## config.mk

```make
export PLATFORM = sky130hd
export DESIGN_NAME = sbuf_router
export DESIGN_NICKNAME = d
export VERILOG_FILES = /design/src/rtl/sbuf_router.sv
export SDC_FILE = /design/constraint.sdc
export NUM_CORES = 2
export LEC_CHECK = 0
export CORE_UTILIZATION = 25
export CTS_BUF_LIST = sky130_fd_sc_hd__clkbuf_8
export CTS_CLUSTER_SIZE = 16
export DETAILED_ROUTE_END_ITERATION = 16
export GPL_ROUTABILITY_DRIVEN = 0
export GPL_TIMING_DRIVEN = 0
export SYNTH_ARGS = -nofsm -noshare
export SYNTH_HDL_FRONTEND = slang
export SYNTH_SLANG_ARGS = --single-unit
```

## constraint.sdc

```tcl
create_clock -name clk -period 8.6 [get_ports clk]
set_input_delay 2.58 -clock clk [delete_from_list [all_inputs] [get_ports clk]]
set_output_delay 2.58 -clock clk [all_outputs]
set_load 0.1 [all_outputs]
```

## src/rtl/sbuf_router.sv

```systemverilog
module sbuf_router #(
  parameter int NSER     = 16,
  parameter int DW       = 32,
  parameter int AW       = 6,
  parameter int CFG_BASE = 16
) (
  input  logic               clk,
  input  logic               rst_n,
  input  logic               bus_wr,
  input  logic               bus_rd,
  input  logic [AW-1:0]      bus_addr,
  input  logic [DW-1:0]      bus_wdata,
  output logic [DW-1:0]      bus_rdata,
  input  logic               slot_tick,
  input  logic               rx_capture,
  input  logic [NSER*DW-1:0] rx_in,
  output logic [NSER*DW-1:0] tx_out,
  output logic [NSER-1:0]    tx_full,
  output logic               tx_ready,
  output logic               rx_ready,
  output logic               underrun,
  output logic               overrun
);
  localparam int MW = 2 * NSER;
  localparam int IW = (NSER > 1) ? $clog2(NSER) : 1;

  logic [MW-1:0]   mode_pend, mode_act;
  logic [1:0]      sel_pend, sel_act;
  logic [NSER-1:0] act_tx, act_rx, pend_rx, nx_rx, rx_full;
  logic [DW-1:0]   txbuf [NSER];
  logic [DW-1:0]   rxbuf [NSER];
  logic [3:0]      sticky;

  for (genvar i = 0; i < NSER; i++) begin : g_lane
    assign act_tx[i]  = mode_act[2*i +: 2] == 2'b01;
    assign act_rx[i]  = mode_act[2*i +: 2] == 2'b10;
    assign pend_rx[i] = mode_pend[2*i +: 2] == 2'b10;
    assign tx_out[i*DW +: DW] = txbuf[i];
  end

  assign nx_rx    = slot_tick ? pend_rx : act_rx;
  assign underrun = sticky[0];
  assign overrun  = sticky[1];

  logic [IW-1:0] tx_ptr, rx_ptr;
  logic          tx_hit, rx_hit;
  always_comb begin
    tx_ptr = '0; tx_hit = 1'b0;
    rx_ptr = '0; rx_hit = 1'b0;
    for (int i = NSER - 1; i >= 0; i--) begin
      if (act_tx[i] && !tx_full[i]) begin tx_ptr = IW'(i); tx_hit = 1'b1; end
      if (rx_full[i])               begin rx_ptr = IW'(i); rx_hit = 1'b1; end
    end
  end

  logic [AW:0]   cfg_off;
  logic [IW-1:0] cfg_idx;
  logic          in_cfg, is_dp, buf_ok;
  assign cfg_off = {1'b0, bus_addr} - (AW+1)'(CFG_BASE);
  assign cfg_idx = cfg_off[IW-1:0];
  assign in_cfg  = (bus_addr >= AW'(CFG_BASE)) && (cfg_off < (AW+1)'(NSER));
  assign is_dp   = bus_addr == '0;
  assign buf_ok  = !slot_tick && !rx_capture;

  logic dp_wr, dp_rd, cfg_wr, cfg_rd, do_tx, do_rx;
  logic [IW-1:0] wr_idx, rd_idx;
  assign dp_wr  = bus_wr && is_dp && !sel_act[0] && buf_ok;
  assign dp_rd  = bus_rd && is_dp && !sel_act[1] && buf_ok;
  assign cfg_wr = bus_wr && in_cfg && sel_act[0] && act_tx[cfg_idx] && buf_ok;
  assign cfg_rd = bus_rd && in_cfg && sel_act[1] && act_rx[cfg_idx] && buf_ok;
  assign wr_idx = dp_wr ? tx_ptr : cfg_idx;
  assign rd_idx = dp_rd ? rx_ptr : cfg_idx;
  assign do_tx  = (dp_wr && tx_hit) || cfg_wr;
  assign do_rx  = (dp_rd && rx_hit) || cfg_rd;

  logic [DW-1:0] rd_val;
  always_comb begin
    rd_val = '0;
    case (bus_addr)
      AW'(1):  rd_val = DW'(sel_pend);
      AW'(2):  rd_val = DW'(mode_pend);
      AW'(3):  rd_val = DW'(sticky);
      default: if (do_rx) rd_val = rxbuf[rd_idx];
    endcase
  end

  logic [3:0] st_set, st_clr;
  assign st_set = {dp_rd && !rx_hit, dp_wr && !tx_hit,
                   slot_tick && |(act_rx & rx_full),
                   slot_tick && |(act_tx & ~tx_full)};
  assign st_clr = (bus_wr && bus_addr == AW'(3)) ? bus_wdata[3:0] : 4'b0;

  always_ff @(posedge clk) begin
    if (!rst_n) begin
      mode_pend <= '0; mode_act <= '0;
      sel_pend  <= '0; sel_act  <= '0;
      tx_full   <= '0; rx_full  <= '0;
      sticky    <= '0; bus_rdata <= '0;
      tx_ready  <= 1'b0; rx_ready <= 1'b0;
      for (int i = 0; i < NSER; i++) begin
        txbuf[i] <= '0;
        rxbuf[i] <= '0;
      end
    end else begin
      bus_rdata <= bus_rd ? rd_val : '0;
      tx_ready  <= slot_tick;
      rx_ready  <= rx_capture && |nx_rx;
      sticky    <= (sticky & ~st_clr) | st_set;
      if (bus_wr && bus_addr == AW'(1)) sel_pend  <= bus_wdata[1:0];
      if (bus_wr && bus_addr == AW'(2)) mode_pend <= MW'(bus_wdata);
      if (slot_tick) begin
        mode_act <= mode_pend;
        sel_act  <= sel_pend;
        tx_full  <= '0;
      end else if (do_tx) begin
        txbuf[wr_idx]   <= bus_wdata;
        tx_full[wr_idx] <= 1'b1;
      end
      if (rx_capture) begin
        rx_full <= nx_rx;
        for (int i = 0; i < NSER; i++)
          if (nx_rx[i]) rxbuf[i] <= rx_in[i*DW +: DW];
      end else if (slot_tick) begin
        rx_full <= '0;
      end else if (do_rx) begin
        rx_full[rd_idx] <= 1'b0;
      end
    end
  end
endmodule


```

Word-level counts from Yosys, hierarchy flattened
Memory sizes are Yosys's and may differ from the RTL's.
Index checks and enable logic that the tools add are counted.
Widths: inputs -> output; s select.

cells by class
  eq/ne operators = 51
  $lt $le $gt $ge = 7
  muxes and demuxes = 169
  reduce and logical (&&, ||, !) cells = 76
  shift-type cells = 0
  bitwise operators = 26
  divide/modulo/power cells = 0
  multipliers = 0
  add/subtract/negate cells = 1

operators by type and width
  kind                 count
  $mux 32              18
  $mux 4               36
  $mux 1               106
  $pmux 32 s3          1
  $eq 2x2->1 const B   32
  $mux 16              4
  $and 16x16->16       3
  $reduce_or 16->1     3
  $logic_and 1x1->1    44
  $eq 2x1->1 const B   16
  $not 16->16          2
  $reduce_or 32->1     1
  $logic_not 1->1      22
  $or 1x1->1           16
  $or 16x16->16        1
  $lt 4x5->1 const B   3
  $eq 6x2->1 const B   2
  $bmux 1 s4           2
  $demux 1 s4          2
  $ge 4x1->1 const B   2
  $lt 7x5->1 const B   1
  $sub 6x5->7 const B  1
  $eq 6x1->1 const B   1
  $ge 6x5->1 const B   1
  9 further kinds      10

word-level totals
  output and inout bits = 564
  bits in latches = 0
  memory bits (writable) = 1024
  memories = 2
  register bits after elaboration = 138
  bits in read-only memories = 0

memory list
  name   words  bits a word  read ports  clocked after memory_dff  write ports  line  RTL
  rxbuf  16     32           1           0                         16           31    logic [DW-1:0] rxbuf [NSER];
  txbuf  16     32           16          0                         16           30    logic [DW-1:0] txbuf [NSER];

Logic depth before layout (Yosys ltp)
  depth in word-level cells = 26
  gate-level depth with buffers = 14

Worst setup path after synthesis
OpenSTA, ideal clock, no wires.

  path type = input port to flip-flop
  start = input bus_addr[2]
  end = memory txbuf[13][0], enable pin
  data arrival time = 6689 ps
  cell stages on the path = 9
  path buffers = 3
  library setup time = 466 ps
  slack = 1445 ps
  cells stage by stage = buf_4 nor4_4 nand4_1 a211oi_1 nor2_1 or4_1 clkbuf_1 clkbuf_1 o21ai_0

RTL lines
  what         line  RTL
  from (decl)  11    input logic [AW-1:0] bus_addr,
  to (decl)    30

Final worst setup path
  start = input bus_rd
  end = register bus_rdata[17]

between the ends
  word-level cells in the longest chain between the ends = 7
  elaborated cells between the ends (all ways) = 14

ends and longest elaborated chain
  what                                                      line    RTL
  from (decl)                                               10      input logic bus_rd,
  $logic_and 1x1->1 (on tied branches) (3 in series)        68, 70
  $mux 4, or another cell as far along                      72      assign rd_idx = dp_rd ? rx_ptr : cfg_idx;
  $mem_v2 16x32 / $logic_or 1x1->1 (equally long branches)  --
  $mux 32                                                   83      default: if (do_rx) rd_val = rxbuf[rd_idx];
  $pmux 32 s3                                               79      case (bus_addr)
  to (signal assigned)                                      105     bus_rdata <= bus_rd ? rd_val : '0;
  to (decl)                                                 13      output logic [DW-1:0] bus_rdata,

Parallel ways exist; a longest one is shown, timed or not.
A chain may end at the register's enable or synchronous reset.

==> results.yml <==
sta:
  fmax_mhz: 154
  period_needed_ps: 6510
  final_hold_viol_count: 0
  rsz0062_at_grt: "false"
  period_share: 0.757
  setup_viol: 0
  fin_ws_ps: 2090
  tightest_slew_ps: 1480
  finClkSkew_ps: 77.9
  slew_headroom: 0.0105
  maxSlewViolCount: 0
logic_synthesis:
  synth.top_cell.area_share: 0.631
  yosys.area.top_type: "edfxtp_1"
  yosys_warnings: 0
  synth_area_sq_um: 48800
  synth_area_leaders: "edfxtp_1, and2_1, dfxtp_1"
  ys_types: 75
  synth_fp_nets: 4342
  synth_seq_area_share: 0.687
  syn_avg_cell_area_sq_um: 12.9
  syn-instance-count: 3786
  synthArstFlopShare: 0
  synthFlopType: "edfxtp_1"
  synth-edff-count: 1024
  ys_ff_latch: 1162
power_and_ir_drop:
  power.leakage_nw: 24.5
  power_density_nw_per_um2: 194
  peakVddDrop_mv: 0.150
  totalPowerFinal_mw: 13.2
layout:
  final_cell_mix: "clkdlybuf4s50_1, edfxtp_1, and2_1, nand2_1, clkbuf_8"
  syn_to_final_growth_pct: 39.3
  n_fill_cell: 19100
  nNetsFinal: 5695
  multi_input_area_sq_um: 14200
  drive_gt1_frac: 0.0833
  final_common_cell: "clkdlybuf4s50_1"
  regArea_sq_um: 33500
clock_tree:
  clockRootBuffer: "clkbuf_8"
  cts_buffers: 202
  cts_tree: "done"
  clk_path_buf_depth: 3
  postCtsSetupRepairBufs: 0
  clk_pin_slew_ps: 60
  clk_latency_ps: 1030
  htree_levels: 4
  cts.sinks: 1162
  postCtsResizedCells: 0
  cts_hold_buffers: 0
global_route:
  grt_pass1_wl_microns: 340000
  grt_usage: 0.260
  grt-ovfl-total: 0
  antenna_found_initial: 86
  grt_pass1_vias: 37800
  grt_max_degree: 33
floorplan:
  rows: 161
  core-area_sq_um: 193000
  start_util: 0.252
  die_h_microns: 444
  die_w_microns: 444
  io_pins: 1120
  die-area_sq_um: 197000
drt:
  drt-initial-drc-count: 4259
  firstDrtPassIters: 6
  ant_nets: 0
  via_per_inst: 4.91
  wl_microns: 264000
  routedWlPerCell_microns: 33.6
  num_vias: 38700
  post-route-drc-count: 0
setup_path:
  cp.required_ps: 9360
  arrival_ps: 7270
  worstReg2RegStart: "rx_full[9]$_SDFFE_PN0P_"
  worst_setup_path_start_kind: "primary input"
  cp-end-kind: "register"
  crit_fanout: 10
  reg2reg_slack_ps: 3640
  critPathKind: "in -> reg"
  r2r_cells: 8
  r2r_end: "bus_rdata[27]$_SDFF_PN0_"
place:
  dpl.hpwl_microns: 206000
  port_buffers: 1114
  place_ws_ps: 1210
min_path:
  hold_path_end: "sticky[1]$_SDFF_PN0_"
  min_path_type: "reg -> reg"
  min-delay-start: "sticky[1]$_SDFF_PN0_"
  timing.hold.worst_path_depth: 2
run_status:
  status: "finished clean"
flow_run:
  drv_cap: 0
-- cell families after synthesis --
| kind of cell | after synthesis | share of synthesized area |
|---|---|---|
| flops | 1162 | 0.687 |
| mux | 88 | 0.0200 |
| buf+inv | 300 | 0.0261 |
| simple gates | 1803 | 0.205 |
| compound gates | 433 | 0.0620 |
-- final cells by class --
cell class,instances,share of cell area
well taps,2526,0.0465
diodes,34,0.00125
repair buffers,1149,0.174
flip-flops and latches,1162,0.493
clock inverters,161,0.0139
plain buffers,276,0.0175
multi-input cells,2324,0.209
inverters,24,0.00133
clock buffers,212,0.0429
-- synthesized netlist by cell type (all sizes together) (53+ instances only) --
master and count:
a21boi 53, a21oi 79, and2 966, buf 87, clkbuf 189, dfxtp 138, edfxtp 1024, mux2i 75
nand2 430, nand3 90, nor2 66, nor3 69, o21ai 77
-- where the power goes --
group	leakage [nW]	switching, mW	internal [mW]
registers	11.7	0.0677	6.32
logic	10.6	1.32	0.504
clock network	2.19	2.55	2.44
total	24.5	3.95	9.26
-- critical path, stage by stage --
cell,delay (ps)
clkdlybuf4s50_1,550
or4b_4,320
nor3_4,50
a31oi_1,340
and2_1,180
buf_2,270
buf_2,310
buf_2,400
buf_1,860
a21oi_1,360
o41ai_1,1010
-- metrics by stage --
stage	cell area [sq um]	setup TNS [ps]	hold slack [ps]	instances	util
floorplan	48800	0	446	3786	-
global placement	63100	-1228540	483	7426	0.327
detailed placement	64000	0	487	7461	0.331
CTS	67900	0	503	7834	0.351
global route	67900	0	527	7853	0.352
finish	67900	0	502	7868	0.352
-- sequential cells by signal, summed over array words and instances (netlist names) --
| name | cells |
|---|---|
| sel_act | 2 |
| tx_ready | 1 |
| sel_pend | 2 |
| rx_full | 16 |
| mode_act | 32 |
| sticky | 4 |
| mode_pend | 32 |
| rxbuf | 512 |
| rx_ready | 1 |
| tx_full | 16 |
| bus_rdata | 32 |
| txbuf | 512 |
-- layer usage --
layer | share of wire | global-route usage | vias to the layer above
li1 | - | - | 16200
met1 | 0.33 | 0.272 | 19000
met2 | 0.52 | 0.471 | 2710
met3 | 0.075 | 0.0492 | 658
met4 | 0.075 | 0.177 | 10
met5 | 0.00022 | 0 | -
-- worst max path at each step --
stage                 from                          to  slack [ps]  cells after the start
3_3_place_gp    rx_capture   txbuf[3][8]$_SDFFCE_PN0P_       -2750                      9
4_1_cts         rx_capture  txbuf[7][16]$_SDFFCE_PN0P_        2310                     12
2_1_floorplan  bus_addr[2]  txbuf[13][0]$_SDFFCE_PN0P_        1450                      9
3_5_place_dp    rx_capture  txbuf[7][16]$_SDFFCE_PN0P_        1210                     12
5_1_grt         rx_capture  txbuf[7][11]$_SDFFCE_PN0P_        2050                     12
6_report            bus_rd    bus_rdata[17]$_SDFF_PN0_        2090                     11
Power figures use the tool's default switching activity.
